## config.mk

```make
export PLATFORM = sky130hd
export DESIGN_NAME = mmu_sreg_port
export DESIGN_NICKNAME = d
export VERILOG_FILES = /design/src/rtl/mmu_sreg_pkg.sv /design/src/rtl/mmu_sreg_decode.sv /design/src/rtl/mmu_sreg_owner_store.sv /design/src/rtl/mmu_sreg_search.sv /design/src/rtl/mmu_sreg_port.sv
export SDC_FILE = /design/constraint.sdc
export NUM_CORES = 2
export LEC_CHECK = 0
export ABC_AREA = 1
export BUFFER_PORTS_ARGS = -buffer_cell sky130_fd_sc_hd__buf_2
export CAP_MARGIN = 20
export CORE_UTILIZATION = 30
export DETAILED_ROUTE_END_ITERATION = 7
export PLACE_DENSITY = 0.43
export SLEW_MARGIN = 20
export SYNTH_ARGS = -nofsm -noshare
export SYNTH_HDL_FRONTEND = slang
export SYNTH_SLANG_ARGS = --single-unit
```

## constraint.sdc

```tcl
create_clock -name clk -period 5.71 [get_ports clk]
set_input_delay 1.142 -clock clk [delete_from_list [all_inputs] [get_ports clk]]
set_output_delay 1.142 -clock clk [all_outputs]
set_load 0.005 [all_outputs]
```

## src/rtl/mmu_sreg_pkg.sv

```systemverilog
// Shared types for the TLB management register port.
// Assumes a 32-bit register bus and 3-bit register numbers.
package mmu_sreg_pkg;

    localparam int          DATA_W        = 32;
    localparam int          OWNER_W       = 8;
    localparam logic [31:0] PAGE_NUM_MASK = 32'hFFFF_FC00;

    typedef enum logic [2:0] {
        RN_PROC_ID  = 3'd0,
        RN_ZONE     = 3'd1,
        RN_INDEX    = 3'd2,
        RN_ENTRY_LO = 3'd3,
        RN_ENTRY_HI = 3'd4,
        RN_SEARCH   = 3'd5
    } regnum_e;

    typedef enum logic [2:0] {
        SRC_ZERO, SRC_PID, SRC_ZONE, SRC_INDEX, SRC_ENTRY
    } rsrc_e;

    typedef enum logic [1:0] {
        SR_IDLE, SR_WAIT, SR_POST
    } search_st_e;

    typedef struct packed {
        logic  rd_en;
        rsrc_e src;
        logic  pid_from_owner;
        logic  ent_rd;
        logic  ent_wr;
        logic  ent_hi;
        logic  pid_wr;
        logic  zone_wr;
        logic  idx_wr;
        logic  search;
    } acc_t;

endpackage

```

## src/rtl/mmu_sreg_decode.sv

```systemverilog
// Access decoder: turns one bus request and the configuration into
// per-register actions. Assumes req_valid is already masked while a
// search is outstanding. Purely combinational.
module mmu_sreg_decode
    import mmu_sreg_pkg::*;
(
    input  logic       req_valid,
    input  logic       req_write,
    input  logic       req_ext,
    input  logic [2:0] req_regnum,
    input  logic       cfg_present,
    input  logic [1:0] cfg_level,
    output acc_t       acc
);

    logic live;
    logic legal;
    logic may_read;
    logic may_wr_priv;

    assign live        = req_valid && cfg_present && (cfg_level != 2'd0);
    assign legal       = !req_ext || (req_regnum == RN_ENTRY_LO);
    assign may_read    = cfg_level[0];
    assign may_wr_priv = cfg_level[1];

    // Map the request onto one action; anything not matched stays idle.
    always_comb begin
        acc       = '0;
        acc.src   = SRC_ZERO;
        acc.rd_en = req_valid && !req_write;
        if (live && legal) begin
            case (regnum_e'(req_regnum))
                RN_PROC_ID: begin
                    if (req_write) acc.pid_wr = may_wr_priv;
                    else if (may_read) acc.src = SRC_PID;
                end
                RN_ZONE: begin
                    if (req_write) acc.zone_wr = may_wr_priv;
                    else if (may_read) acc.src = SRC_ZONE;
                end
                RN_INDEX: begin
                    if (req_write) acc.idx_wr = 1'b1;
                    else acc.src = SRC_INDEX;
                end
                RN_ENTRY_LO, RN_ENTRY_HI: begin
                    acc.ent_hi = (req_regnum == RN_ENTRY_HI);
                    if (req_write) begin
                        acc.ent_wr = 1'b1;
                    end else if (may_read) begin
                        acc.ent_rd         = 1'b1;
                        acc.src            = SRC_ENTRY;
                        acc.pid_from_owner = (req_regnum == RN_ENTRY_HI);
                    end
                end
                RN_SEARCH: begin
                    if (req_write) acc.search = may_wr_priv;
                end
                default: acc.src = SRC_ZERO;
            endcase
        end
    end

endmodule

```

## src/rtl/mmu_sreg_owner_store.sv

```systemverilog
// Per-entry owner-ID store: one OWNER_W-bit ID for each buffer entry.
// Asynchronous read, synchronous write, synchronous active-low reset.
module mmu_sreg_owner_store
    import mmu_sreg_pkg::*;
#(
    parameter int ENTRIES = 256,
    localparam int IDX_W  = $clog2(ENTRIES)
) (
    input  logic               clk,
    input  logic               rst_n,
    input  logic [IDX_W-1:0]   idx,
    input  logic               wr_en,
    input  logic [OWNER_W-1:0] wr_owner,
    output logic [OWNER_W-1:0] rd_owner
);

    logic [OWNER_W-1:0] owner_q [ENTRIES];

    // Clear all IDs on reset, else record the writer's ID.
    always_ff @(posedge clk) begin
        if (!rst_n) begin
            for (int i = 0; i < ENTRIES; i++) owner_q[i] <= '0;
        end else if (wr_en) begin
            owner_q[idx] <= wr_owner;
        end
    end

    assign rd_owner = owner_q[idx];

endmodule

```

## src/rtl/mmu_sreg_search.sv

```systemverilog
// Search sequencer: captures a masked page number, holds lkp_req until
// the lookup answers, then posts the result for one cycle.
// Assumes lkp_valid is meaningful only while lkp_req is high.
module mmu_sreg_search
    import mmu_sreg_pkg::*;
#(
    parameter int IDX_W = 8
) (
    input  logic             clk,
    input  logic             rst_n,
    input  logic             start,
    input  logic [31:0]      start_val,
    input  logic             start_user,
    output logic             lkp_req,
    output logic [31:0]      lkp_vpn,
    output logic             lkp_user,
    input  logic             lkp_valid,
    input  logic             lkp_hit,
    input  logic [IDX_W-1:0] lkp_idx,
    output logic             busy,
    output logic             post_en,
    output logic             post_hit,
    output logic [IDX_W-1:0] post_idx
);

    search_st_e state_q;

    // Step idle -> wait for response -> post result -> idle.
    always_ff @(posedge clk) begin
        if (!rst_n) begin
            state_q  <= SR_IDLE;
            lkp_vpn  <= '0;
            lkp_user <= 1'b0;
            post_hit <= 1'b0;
            post_idx <= '0;
        end else begin
            case (state_q)
                SR_IDLE: if (start) begin
                    lkp_vpn  <= start_val & PAGE_NUM_MASK;
                    lkp_user <= start_user;
                    state_q  <= SR_WAIT;
                end
                SR_WAIT: if (lkp_valid) begin
                    post_hit <= lkp_hit;
                    post_idx <= lkp_idx;
                    state_q  <= SR_POST;
                end
                default: state_q <= SR_IDLE;
            endcase
        end
    end

    assign lkp_req = (state_q == SR_WAIT);
    assign post_en = (state_q == SR_POST);
    assign busy    = (state_q != SR_IDLE);

endmodule

```

## src/rtl/mmu_sreg_port.sv

```systemverilog
// TLB management register port, top level. Holds the process ID, zone
// and index registers, drives entry storage and the lookup exchange,
// and answers reads one edge after the request. Assumes tlb_rdata is
// a combinational function of tlb_idx, tlb_hi and tlb_ext.
module mmu_sreg_port
    import mmu_sreg_pkg::*;
#(
    parameter int TLB_ENTRIES = 256,
    localparam int IDX_W      = $clog2(TLB_ENTRIES)
) (
    input  logic             clk,
    input  logic             rst_n,
    input  logic             cfg_present,
    input  logic [1:0]       cfg_level,
    input  logic             priv_user,
    input  logic             req_valid,
    input  logic             req_write,
    input  logic             req_ext,
    input  logic [2:0]       req_regnum,
    input  logic [31:0]      req_wdata,
    output logic             rd_valid,
    output logic [31:0]      rd_data,
    output logic [IDX_W-1:0] tlb_idx,
    output logic             tlb_rd_en,
    output logic             tlb_wr_en,
    output logic             tlb_hi,
    output logic             tlb_ext,
    output logic [31:0]      tlb_wdata,
    input  logic [31:0]      tlb_rdata,
    output logic             lkp_req,
    output logic [31:0]      lkp_vpn,
    output logic             lkp_user,
    input  logic             lkp_valid,
    input  logic             lkp_hit,
    input  logic [IDX_W-1:0] lkp_idx
);

    logic [31:0]        pid_q;
    logic [31:0]        zpr_q;
    logic [31:0]        idx_q;
    logic               busy;
    logic               post_en;
    logic               post_hit;
    logic [IDX_W-1:0]   post_idx;
    logic [OWNER_W-1:0] owner_rd;
    logic [31:0]        rd_mux;
    acc_t               acc;

    mmu_sreg_decode u_decode (
        .req_valid  (req_valid && !busy),
        .req_write  (req_write),
        .req_ext    (req_ext),
        .req_regnum (req_regnum),
        .cfg_present(cfg_present),
        .cfg_level  (cfg_level),
        .acc        (acc)
    );

    mmu_sreg_owner_store #(.ENTRIES(TLB_ENTRIES)) u_owner (
        .clk     (clk),
        .rst_n   (rst_n),
        .idx     (idx_q[IDX_W-1:0]),
        .wr_en   (acc.ent_wr && acc.ent_hi),
        .wr_owner(pid_q[OWNER_W-1:0]),
        .rd_owner(owner_rd)
    );

    mmu_sreg_search #(.IDX_W(IDX_W)) u_search (
        .clk       (clk),
        .rst_n     (rst_n),
        .start     (acc.search),
        .start_val (req_wdata),
        .start_user(priv_user),
        .lkp_req   (lkp_req),
        .lkp_vpn   (lkp_vpn),
        .lkp_user  (lkp_user),
        .lkp_valid (lkp_valid),
        .lkp_hit   (lkp_hit),
        .lkp_idx   (lkp_idx),
        .busy      (busy),
        .post_en   (post_en),
        .post_hit  (post_hit),
        .post_idx  (post_idx)
    );

    assign tlb_idx   = idx_q[IDX_W-1:0];
    assign tlb_rd_en = acc.ent_rd;
    assign tlb_wr_en = acc.ent_wr;
    assign tlb_hi    = acc.ent_hi;
    assign tlb_ext   = req_ext;
    assign tlb_wdata = req_wdata;

    // Select the read source named by the decoder.
    always_comb begin
        case (acc.src)
            SRC_PID:   rd_mux = pid_q;
            SRC_ZONE:  rd_mux = zpr_q;
            SRC_INDEX: rd_mux = idx_q;
            SRC_ENTRY: rd_mux = tlb_rdata;
            default:   rd_mux = '0;
        endcase
    end

    // Process ID: software write, or owner copy on a tag-window read.
    always_ff @(posedge clk) begin
        if (!rst_n)                  pid_q <= '0;
        else if (acc.pid_wr)         pid_q <= req_wdata;
        else if (acc.pid_from_owner) pid_q <= 32'(owner_rd);
    end

    // Zone protection word: plain software register.
    always_ff @(posedge clk) begin
        if (!rst_n)           zpr_q <= '0;
        else if (acc.zone_wr) zpr_q <= req_wdata;
    end

    // Index: search result has priority; software writes skip bit 31.
    always_ff @(posedge clk) begin
        if (!rst_n) begin
            idx_q <= '0;
        end else if (post_en) begin
            if (post_hit) idx_q     <= 32'(post_idx);
            else          idx_q[31] <= 1'b1;
        end else if (acc.idx_wr) begin
            idx_q[30:0] <= req_wdata[30:0];
        end
    end

    // Registered read response.
    always_ff @(posedge clk) begin
        if (!rst_n) begin
            rd_valid <= 1'b0;
            rd_data  <= '0;
        end else begin
            rd_valid <= acc.rd_en;
            rd_data  <= acc.rd_en ? rd_mux : '0;
        end
    end

endmodule

```

==> qor.txt <==
Outcome: completed
Vias per cell: 5.092
Reg power frac: 52.3%
Peak VDD IR: 0.0002696 V
Htree depth: 4
Combinational share of power: 2.9%
Wire per inst: 23.80 microns
R2R cell count: 14
CP required: 6530 ps
Initial antenna violation count: 20
Yosys reg bits: 2219
Number of sinks on the clock net: 2219
Worst hold path type: input port to register
Max-cap viol count: 0
Number of global-route vias before repair: 73480
Area of the mapped netlist: 99440 sq um
Post-synth EDFFs: 2048
Clock skew: 120.3 ps
Total power divided by cell area: 312.3 nW/um^2
Critical-path cell list: inv_8, buf_4, nand2_1, nand3_1, nand3_1, nand3_1, nand3_1, nand3_1, nand3_1, nand2_1, nand2_1, nand3_1, nand2_1, a21oi_1
Via Count: 75270
Sw Ratio: 21.76%
CTS buffer count: 247
Rel. slew slack: 22.67%
Largest net degree at the start of global routing: 189
Most frequent CP cell: nand3_1
Clk pin slew, worst setup/hold paths: 70 ps
Synth Area in Simple Gates: 29.40%
Final ANT Viol Nets: 0
Crit Path Max Fanout: 116
Crit start category: register
Pleak: 38.28 nW
Post-Place Worst Slack: 1088 ps
Final setup TNS: 0 ps
Fin nets: 10290
DIE WIDTH: 577.7 microns
Layout cells sized above 1: 7.958%
Die height: 577.7 microns
Final WS setup: 1339 ps
DRC: 0
Clk pwr share: 44.7%
Min-Delay Path Depth: 3
Highest-delay cell along the critical path: dfxtp_4
Tcrit/Tclk final: 76.56%
First-pass GRT wire length: 504.3 mm
Final Power: 0.03506 W
GRT Total Usage: 20.59%
Placer Congestion: 0.8612
Post-DP HPWL: 211.9 mm
Slowest stage delay, CP: 850 ps
Drt first pass iters: 7
Ys Warns: 0
Critical Path Sink Type: register
Critical path class: register to register
Switch Pwr: 0.007628 W
Resize count post-CTS: 0
Seq/Total Area, Yosys: 65.29%
Worst Tran Pin Value: 1157 ps
CTS tree: built
FFs w/ async S/R, synth: 0%
CTS root buffer: clkbuf_16
Iter 0 DRT Violations: 7701
Largest family of logic cells by synthesized area: simple AND/OR/NAND/NOR gates
Complex-gate fraction of the synthesized area: 1.408%
Worst hold slack: 407.5 ps
Clock buffer depth: 4
Initial Utilization: 30.13%
Xor/xnor share of the synthesized area: 0%
I/O Buffers: 186
Top-Level Pins: 197
Synthesized area per cell: 9.512 sq um
Core Area: 330000 sq um
Full die area: 333800 sq um
Final Max Slew Viols: 0
Primary FF master, synth: edfxtp_1
# rows: 211
Setup-failing EPs final: 0
Total congestion overflow: 0
Tmin final: 4371 ps
Setup bufs post-CTS: 0
Skew-Pair Late Insertion Delay: 970 ps
P&R area growth vs syn: 12.88%
Hold Vio Cnt, Final: 0
Max Freq: 228.8 MHz
Synth Area in Adders: 0%
Worst path arrival time: 5190 ps
Hold Buf Count CTS: 0
Drt total wl: 351.7 mm
Utilization after layout: 34.01%
Post-synthesis mux area share: 0%
Internal power: 0.02743 W
Setup repair after global routing missed its margin: no
Cells after Synth: 10450
Distinct cells, synth: 30
[cell usage in the layout (no fill, tap or decap), drive strengths merged]
| cell type | n |
|---|---|
| a211oi | 10 |
| a21oi | 122 |
| a31oi | 31 |
| buf | 336 |
| bufinv | 19 |
| clkbuf | 314 |
| clkinv | 107 |
| clkinvlp | 10 |
| conb | 10 |
| dfxtp | 171 |
| diode | 9 |
| edfxtp | 2048 |
| inv | 125 |
| nand2 | 2759 |
| nand3 | 2101 |
| nor2 | 2127 |
| nor3 | 14 |
| nor4 | 1 |
| o2111ai | 1 |
| o21a | 1 |
| o21ai | 88 |
| o22ai | 9 |
| o31ai | 1 |
[flip-flops by register name, indices dropped and copies added (netlist names), named ones only]
name,cells
u_search.post_hit,1
zpr_q,32
rd_data,32
u_search.lkp_user,1
idx_q,32
rd_valid,1
u_search.state_q,2
u_search.post_idx,8
u_search.lkp_vpn,22
pid_q,32
u_owner.owner_q,2048
[worst max-delay path: cells and delay by family (launching register included)]
kind	cells	cell delay, ps
AND/OR/NAND/NOR	11	2050
AO/OA/AOI/OAI	1	60
flip-flops	1	850
buffers and inverters	2	950
[Yosys cell counts (4+ instances only)]
library cell	n	area, sq um
a211oi_1	10	75.07
a21oi_1	122	610.6
a31oi_1	31	193.9
buf_1	61	229.0
buf_2	7	35.03
buf_4	60	450.4
clkbuf_1	713	2676
clkinv_1	5	18.77
dfxtp_1	171	3423
edfxtp_1	2048	61500
inv_1	107	401.6
inv_2	15	56.30
nand2_1	2676	10040
nand2_2	83	519.3
nand3_1	2098	10500
nor2_1	2116	7943
nor2_2	11	68.82
nor3_1	8	40.04
nor3_2	4	40.04
o21ai_0	88	440.4
o22ai_1	9	56.30
[final timing paths]
check	start	end	slack [ps]
worst max-delay path	register	pid_q[4]	1340
worst max register to register	register	pid_q[4]	1340
worst min register to register	zpr_q[14]	zpr_q[14]	450
worst min-delay path	priv_user	u_search.lkp_user	410
[layer usage]
| layer | track usage, % | vias to the layer above | share of wire (%) |
|---|---|---|---|
| li1 | - | 34820 | - |
| met1 | 27.85 | 37230 | 43 |
| met2 | 34.09 | 2680 | 47 |
| met3 | 3.072 | 517 | 6.7 |
| met4 | 6.036 | 12 | 3.0 |
| met5 | 0 | - | 0.021 |
[power by group through the flow]
| stage | combinational (W) | clock [W] | sequential [W] |
|---|---|---|---|
| detailed placement | 0.00103 | 0 | 0.0187 |
| CTS | 0.00103 | 0.0160 | 0.0184 |
| finish | 0.00103 | 0.0157 | 0.0184 |
| floorplan | 0.000650 | 0 | 0.0186 |
| global route | 0.00113 | 0.0165 | 0.0184 |
| global placement | 0.00101 | 0 | 0.0187 |
[cell families (layout without fill, tap and decap cells)]
group | count (synthesis) | count (layout)
and+or+nand+nor | 7002 | 7002
DFF | 2219 | 2219
buffers and inverters | 969 | 911
AOI/OAI and AO/OA | 263 | 263
other | 1 | 19
[layout make-up]
class / count / area [sq um]
repair buffers: 336 / 2577
well taps: 4366 / 5463
diodes: 9 / 22.52
inverters: 128 / 569.3
clock inverters: 133 / 1155
flip-flops and latches: 2219 / 64940
fillers: 33550 / 217800
multi-input cells: 7275 / 30860
clock buffers: 314 / 6650
[per-stage QoR]
| stage | area, sq um | cells |
|---|---|---|
| 3_3_place_gp | 104300 | 14320 |
| 2_1_floorplan | 99470 | 10460 |
| 5_1_grt | 112200 | 14770 |
| 6_report | 112200 | 14780 |
| 3_5_place_dp | 104400 | 14320 |
| 4_1_cts | 112200 | 14770 |
Power figures use the tool's default switching activity.
